`config.mk`:
```
export PLATFORM = sky130hd
export DESIGN_NAME = pwrplane_seq
export DESIGN_NICKNAME = d
export VERILOG_FILES = /design/src/rtl/pps_pkg.sv /design/src/rtl/pps_sync.sv /design/src/rtl/pps_deglitch.sv /design/src/rtl/pps_state_ctrl.sv /design/src/rtl/pps_rail_bbm.sv /design/src/rtl/pwrplane_seq.sv
export SDC_FILE = /design/constraint.sdc
export NUM_CORES = 1
export LEC_CHECK = 0
export ABC_AREA = 1
export CORE_MARGIN = 3
export CORE_UTILIZATION = 35
export CTS_CLUSTER_DIAMETER = 120
export DETAILED_ROUTE_END_ITERATION = 16
export SKIP_LAST_GASP = 1
export SYNTH_ARGS = -nofsm -noshare
export SYNTH_HDL_FRONTEND = slang
export SYNTH_SLANG_ARGS = --single-unit
```
`constraint.sdc`:
```
create_clock -name clk -period 5.76 [get_ports clk]
set_input_delay 1.152 -clock clk [delete_from_list [all_inputs] [get_ports clk]]
set_output_delay 1.152 -clock clk [all_outputs]
set_load 0.05 [all_outputs]
```
`src/rtl/pps_pkg.sv`:
```
package pps_pkg;

   typedef enum logic [1:0] {
      PS_OFF  = 2'd0,
      PS_DEEP = 2'd1,
      PS_SUSP = 2'd2,
      PS_ACT  = 2'd3
   } pps_state_e;

   localparam int unsigned RAIL_CNT = 3;
   localparam int unsigned RAIL_3V3 = 0;
   localparam int unsigned RAIL_5V  = 1;
   localparam int unsigned RAIL_MEM = 2;

   typedef struct packed {
      logic       valid;
      pps_state_e st;
   } pps_req_t;

   // request decode; code 01 is flagged invalid
   function automatic pps_req_t pps_decode(input logic deep_n, input logic susp_n);
      pps_req_t r;
      r.valid = 1'b1;
      unique case ({deep_n, susp_n})
         2'b11:   r.st = PS_ACT;
         2'b10:   r.st = PS_SUSP;
         2'b00:   r.st = PS_DEEP;
         default: begin
            r.valid = 1'b0;
            r.st    = PS_OFF;
         end
      endcase
      return r;
   endfunction

endpackage

```
`src/rtl/pps_sync.sv`:
```
module pps_sync #(
   parameter int unsigned WIDTH  = 1,
   parameter int unsigned STAGES = 2
) (
   input  logic             clk,
   input  logic             rst_n,
   input  logic [WIDTH-1:0] d_i,
   output logic [WIDTH-1:0] q_o
);
   if (STAGES < 2) begin : g_bad_stages
      $error("pps_sync: STAGES must be at least 2");
   end

   logic [WIDTH-1:0] stg_q [STAGES];

   always_ff @(posedge clk or negedge rst_n) begin
      if (!rst_n) begin
         for (int i = 0; i < int'(STAGES); i++) stg_q[i] <= '0;
      end else begin
         stg_q[0] <= d_i;
         for (int i = 1; i < int'(STAGES); i++) stg_q[i] <= stg_q[i-1];
      end
   end

   assign q_o = stg_q[STAGES-1];
endmodule

```
`src/rtl/pps_deglitch.sv`:
```
module pps_deglitch #(
   parameter int unsigned LEN = 16
) (
   input  logic clk,
   input  logic rst_n,
   input  logic d_i,
   output logic q_o
);
   localparam int unsigned CW = $clog2(LEN + 1);

   if (LEN < 2) begin : g_bad_len
      $error("pps_deglitch: LEN must be at least 2");
   end

   logic [CW-1:0] run_q;
   logic          filt_q;

   // the output follows only after LEN consecutive differing cycles
   always_ff @(posedge clk or negedge rst_n) begin
      if (!rst_n) begin
         run_q  <= '0;
         filt_q <= 1'b0;
      end else if (d_i == filt_q) begin
         run_q <= '0;
      end else if (run_q == CW'(LEN - 1)) begin
         filt_q <= d_i;
         run_q  <= '0;
      end else begin
         run_q <= run_q + 1'b1;
      end
   end

   assign q_o = filt_q;
endmodule

```
`src/rtl/pps_state_ctrl.sv`:
```
module pps_state_ctrl
   import pps_pkg::*;
#(
   parameter int unsigned SW_DLY   = 2000,
   parameter int unsigned WAKE_DLY = 4000
) (
   input  logic       clk,
   input  logic       rst_n,
   input  logic       por_ok,
   input  logic       shdn,
   input  logic       v12_ok,
   input  logic       ss_done,
   input  logic       deep_n,
   input  logic       susp_n,
   input  logic       strap3,
   input  logic       strap5,
   input  logic       msel,
   output pps_state_e state_o,
   output logic       keep3_o,
   output logic       keep5_o,
   output logic       vsel_o
);
   localparam int unsigned MAXD = (SW_DLY > WAKE_DLY) ? SW_DLY : WAKE_DLY;
   localparam int unsigned DW   = $clog2(MAXD + 1);

   if (SW_DLY < 1 || WAKE_DLY < 1) begin : g_bad_dly
      $error("pps_state_ctrl: delays must be at least 1");
   end

   pps_req_t      req;
   pps_state_e    st_q, tgt_q;
   logic [DW-1:0] dly_q, lim;
   logic          go;
   logic          keep3_q, keep5_q, lock_q, vsel_q;

   assign req = pps_decode(deep_n, susp_n);

   // decide whether a change is being requested and allowed
   always_comb begin
      go = req.valid && (req.st != st_q) && (st_q != PS_OFF);
      if (req.st == PS_ACT && !v12_ok) go = 1'b0;
      if (req.st == PS_ACT && st_q == PS_DEEP && !ss_done) go = 1'b0;
      lim = (st_q == PS_DEEP && req.st == PS_ACT) ? DW'(WAKE_DLY - 1) : DW'(SW_DLY - 1);
   end

   // state register with qualifying delay and strap capture
   always_ff @(posedge clk or negedge rst_n) begin
      if (!rst_n) begin
         st_q    <= PS_OFF;
         tgt_q   <= PS_OFF;
         dly_q   <= '0;
         keep3_q <= 1'b0;
         keep5_q <= 1'b0;
      end else if (!por_ok || shdn) begin
         st_q  <= PS_OFF;
         dly_q <= '0;
      end else if (st_q == PS_OFF) begin
         st_q    <= PS_DEEP;
         dly_q   <= '0;
         keep3_q <= strap3;
         keep5_q <= strap5;
      end else if (!go) begin
         dly_q <= '0;
      end else if (req.st != tgt_q) begin
         tgt_q <= req.st;
         dly_q <= '0;
      end else if (dly_q >= lim) begin
         st_q  <= req.st;
         dly_q <= '0;
         if (req.st != PS_ACT) begin
            keep3_q <= strap3;
            keep5_q <= strap5;
         end
      end else begin
         dly_q <= dly_q + 1'b1;
      end
   end

   // memory voltage select captured once per power-on
   always_ff @(posedge clk or negedge rst_n) begin
      if (!rst_n) begin
         lock_q <= 1'b0;
         vsel_q <= 1'b0;
      end else if (!por_ok) begin
         lock_q <= 1'b0;
      end else if (!lock_q && ss_done) begin
         lock_q <= 1'b1;
         vsel_q <= msel;
      end
   end

   assign state_o = st_q;
   assign keep3_o = keep3_q;
   assign keep5_o = keep5_q;
   assign vsel_o  = vsel_q;
endmodule

```
`src/rtl/pps_rail_bbm.sv`:
```
module pps_rail_bbm (
   input  logic clk,
   input  logic rst_n,
   input  logic want_act,
   input  logic want_slp,
   output logic act_en,
   output logic slp_en
);
   logic act_q, slp_q;

   // each path turns on only once the other path was off in the previous cycle
   always_ff @(posedge clk or negedge rst_n) begin
      if (!rst_n) begin
         act_q <= 1'b0;
         slp_q <= 1'b0;
      end else begin
         act_q <= want_act & ~slp_q;
         slp_q <= want_slp & ~act_q & ~want_act;
      end
   end

   assign act_en = act_q;
   assign slp_en = slp_q;
endmodule

```
`src/rtl/pwrplane_seq.sv`:
```
module pwrplane_seq
   import pps_pkg::*;
#(
   parameter int unsigned SYNC_STAGES = 2,
   parameter int unsigned DGL_LEN     = 16,
   parameter int unsigned SW_DLY      = 2000,
   parameter int unsigned WAKE_DLY    = 4000
) (
   input  logic       clk,
   input  logic       rst_n,
   input  logic       req_susp_n,
   input  logic       req_deep_n,
   input  logic       keep_3v3_strap,
   input  logic       keep_5v_strap,
   input  logic       stby_por_ok,
   input  logic       v12_ok,
   input  logic       ss_done,
   input  logic       shdn_req,
   input  logic       mem_hi_sel,
   output logic       d33_act_en,
   output logic       d33_slp_en,
   output logic       d5_act_en,
   output logic       d5_slp_en,
   output logic       mem_act_en,
   output logic       mem_slp_en,
   output logic       mem_hi_lat,
   output logic [1:0] plane_state
);
   localparam int unsigned NIN = 9;

   logic [NIN-1:0] raw_in, syn_in;
   logic           susp_filt;
   pps_state_e     st;
   logic           keep3, keep5;
   logic [RAIL_CNT-1:0] want_act, want_slp, act_en, slp_en;

   assign raw_in = {mem_hi_sel, shdn_req, ss_done, v12_ok, stby_por_ok,
                    keep_5v_strap, keep_3v3_strap, req_deep_n, req_susp_n};

   pps_sync #(.WIDTH(NIN), .STAGES(SYNC_STAGES)) u_sync (
      .clk(clk), .rst_n(rst_n), .d_i(raw_in), .q_o(syn_in)
   );

   pps_deglitch #(.LEN(DGL_LEN)) u_dgl (
      .clk(clk), .rst_n(rst_n), .d_i(syn_in[0]), .q_o(susp_filt)
   );

   pps_state_ctrl #(.SW_DLY(SW_DLY), .WAKE_DLY(WAKE_DLY)) u_ctrl (
      .clk(clk), .rst_n(rst_n),
      .por_ok(syn_in[4]), .shdn(syn_in[7]), .v12_ok(syn_in[5]), .ss_done(syn_in[6]),
      .deep_n(syn_in[1]), .susp_n(susp_filt),
      .strap3(syn_in[2]), .strap5(syn_in[3]), .msel(syn_in[8]),
      .state_o(st), .keep3_o(keep3), .keep5_o(keep5), .vsel_o(mem_hi_lat)
   );

   // plane map per state
   always_comb begin
      want_act           = {RAIL_CNT{st == PS_ACT}};
      want_slp[RAIL_3V3] = (st == PS_SUSP) || (st == PS_DEEP && keep3);
      want_slp[RAIL_5V]  = (st == PS_SUSP || st == PS_DEEP) && keep5;
      want_slp[RAIL_MEM] = (st == PS_SUSP);
   end

   for (genvar r = 0; r < int'(RAIL_CNT); r++) begin : g_rail
      pps_rail_bbm u_bbm (
         .clk(clk), .rst_n(rst_n),
         .want_act(want_act[r]), .want_slp(want_slp[r]),
         .act_en(act_en[r]), .slp_en(slp_en[r])
      );
   end

   assign d33_act_en  = act_en[RAIL_3V3];
   assign d33_slp_en  = slp_en[RAIL_3V3];
   assign d5_act_en   = act_en[RAIL_5V];
   assign d5_slp_en   = slp_en[RAIL_5V];
   assign mem_act_en  = act_en[RAIL_MEM];
   assign mem_slp_en  = slp_en[RAIL_MEM];
   assign plane_state = st;
endmodule

```
==> qor.csv <==
metric,value,unit
status,finished clean,
crit-path cells,clkdlybuf4s50_1,
Nets,259,
# IOs,20,
clock slew at reported path FFs,0.09,ns
worst slew pin tran,1.05,ns
Mean Syn Cell Area,10.5,um^2
final count of hold timing violations,0,
final setup vio count,0,
CTS max path bufs,2,
share of the synthesized area in the top cell type,0.562,
Critical Path RT,4.61,ns
DRT iter0 DRCs,24,
final period utilization,0.470,
max cap viols,0,
yosys warns,0,
met1 wire length,1.70,mm
min-delay src,u_sync.stg_q[11],
post-synthesis sequential element count,50,
Crit Reg-Reg Startpoint,u_ctrl.state_o[1],
VDD IR-drop max,0.000173,V
setup TNS,0,ns
hold buffer count at cts,0,
post-layout min period,2.71,ns
Post-CTS Setup Inserts,0,
highest routed layer,met3,
ranking of synthesized cells by area,"dfrtp_1 56%, ha_1 6.7%, nand2_1 4.7%",
CTS tree,built,
max incr delay on CP,0.83,ns
most common cell in the netlist,dfrtp_1,
antenna violations before repair,0,
startpoint types,flop,
Clock Sinks,50,
Synth cell types,27,
DIE AREA,0.00735,mm^2
mapped cell area,0.00222,mm^2
Leak,1.17,nW
routed wire length per instance,10.8,um
post-CTS resize count,0,
Buf/Inv on CP,1,
PD cells,248,mW/mm^2
DRC Markers,0,
DP Worst Slack,3.37,ns
n_diodes,0,
critical path class,reg2out,
Fin Hold WS,0.353,ns
buffers added on ports,19,
Avg Vias per Cell,4.41,
Hold Path Stages,0,
H-tree Lvls,2,
Hold Path Class,reg2reg,
Placed Cells,304,
Slew headroom,0.298,
gpl congestion,0.765,
final worst setup slack,3.05,ns
HPWL Detailed,2.52,mm
share of layout cells above drive strength 1,0.178,
fin cells,311,
Crit-path slowest cell,clkdlybuf4s50_1,
final antenna-violating net count,0,
DR WL met3,116,um
"Clk Latency, worst-skew pair",0.30,ns
row cnt,28,
dominant cell type by area after synthesis,dfrtp_1,
Starting Density,0.369,
max-slew violations,0,
Mapped Cells,211,
largest net degree at the start of global routing,51,
vias in the first global route,1376,
Worst setup EP type,output port,
Die Span Y,85.7,um
Total Routed Length,3.35,mm
sequential fraction of the synthesis area,0.562,
met2 routed WL,1.53,mm
Synth top cells by count,"50 x dfrtp_1, 28 x nand2_1, 25 x inv_1",
first-pass GRT wire length,6.14,mm
Clock Skews,0.00703,ns
Die Wd,85.7,um
Layout area overhead,15.9,%
R2R Path End,u_ctrl.dly_q[4],
GRT Total Usage,0.105,
Num CTS Buffers,5,
Core Region,0.00603,mm^2
Post-synth EDFFs,0,
Hold Crit Endpoint,u_sync.q_o[2],
RSZ-0062 raised after global routing,false,
crit path max fanout,5,
vias,1373,
Pre-Repair DR Iteration Count,4,
Reg2Reg Depth,12,
FF-to-FF setup slack,3.62,ns
kind of cell adding the most delay to the critical path,buffers and inverters,
Root Driver,clkbuf_8,
CP arrival,1.56,ns
Post-Synthesis Net Count,234,
grt ovf,0,
Fmax,0.369,GHz
ys async rst share,1.00,
Most used DFF post-synth,dfrtp_1,
==> where the power goes <==
| group | switching (mW) | leakage (nW) | internal, mW | total, mW |
|---|---|---|---|---|
| Combinational | 0.0414 | 0.478 | 0.0253 | 0.0667 |
| Clock | 0.113 | 0.0444 | 0.0841 | 0.197 |
| Sequential | 0.00913 | 0.644 | 0.368 | 0.377 |
==> cells in the final DEF, fill, tap and decap left out <==
cell type        netlist  routed
dfrtp_1               50      50
nand2_1               28      28
inv_1                 25      25
nor2_1                22      22
clkdlybuf4s50_1        0      18
ha_1                  12      12
nand2_2                7       7
nand3_1                7       7
nand3_2                7       7
o21ai_0                6       6
a21oi_1                6       6
xnor2_1                5       5
xor2_1                 5       5
nor3_1                 5       5
clkbuf_8               0       5
inv_2                  4       4
nor2_4                 3       3
nor2_2                 3       3
nor3_2                 3       3
nor3b_2                3       3
nand4_1                2       2
o21ai_2                1       1
o21ai_1                1       1
a21oi_2                1       1
nand3_4                1       1
o21bai_1               1       1
and3_1                 1       1
mux2_2                 1       1
inv_6                  0       1
clkinv_2               0       1
buf_2                  0       1
==> state kept, by name, summed over array words and instances, names as in the netlist <==
name,cells
g_rail.u_bbm.slp_en,3
u_ctrl.lock_q,1
u_ctrl.state_o,2
u_sync.stg_q,9
u_dgl.run_q,5
g_rail.u_bbm.act_en,3
u_ctrl.tgt_q,2
u_ctrl.dly_q,12
u_ctrl.keep5_o,1
u_sync.q_o,9
u_dgl.q_o,1
u_ctrl.keep3_o,1
u_ctrl.vsel_o,1
==> final cells by class <==
| cell class | count | area (um^2) |
|---|---|---|
| Clock buffer | 5 | 68.8 |
| Tap cell | 75 | 93.8 |
| Inverter | 29 | 109 |
| Multi-Input combinational cell | 131 | 857 |
| Sequential cell | 50 | 1250 |
| Clock inverter | 2 | 13.8 |
| Timing Repair Buffer | 19 | 185 |
| Fill cell | 606 | 3450 |
==> how the worst max path moves through the flow <==
| stage | startpoint | end | depth (start not counted) |
|---|---|---|---|
| after floorplan | u_ctrl.state_o[1] | u_ctrl.keep3_o | 14 |
| after global placement | u_ctrl.state_o[0] | plane_state[0] | 1 |
| after detailed placement | u_ctrl.state_o[0] | plane_state[0] | 1 |
| after CTS | u_ctrl.state_o[0] | plane_state[0] | 1 |
| after global routing | u_ctrl.state_o[0] | plane_state[0] | 1 |
| final | u_ctrl.state_o[0] | plane_state[0] | 1 |
==> through the flow <==
step           power (mW)   util  instance area [um^2]
3_5_place_dp        0.452  0.414                  2500
5_1_grt             0.676  0.428                  2580
4_1_cts             0.649  0.428                  2580
3_3_place_gp        0.451  0.414                  2500
6_report            0.640  0.428                  2580
2_1_floorplan       0.424      -                  2220
==> layer usage <==
layer | global-route usage | up-vias
met3 | 0.0375 | 0
met2 | 0.167 | 19
met4 | 0.0216 | 0
li1 | - | 714
met5 | 0 | -
met1 | 0.138 | 640
==> kinds of logic (layout without fill, tap and decap cells) <==
family	after synthesis	after routing	synth area share
adders and majority gates	12	12	0.0675
DFF	50	50	0.562
muxes	1	1	0.00506
buffers and inverters	30	55	0.0523
xor gates and xnor gates	10	10	0.0394
AOI/OAI and AO/OA	16	16	0.0405
and+or+nand+nor	92	92	0.233
(Power assumes the default switching activity.)
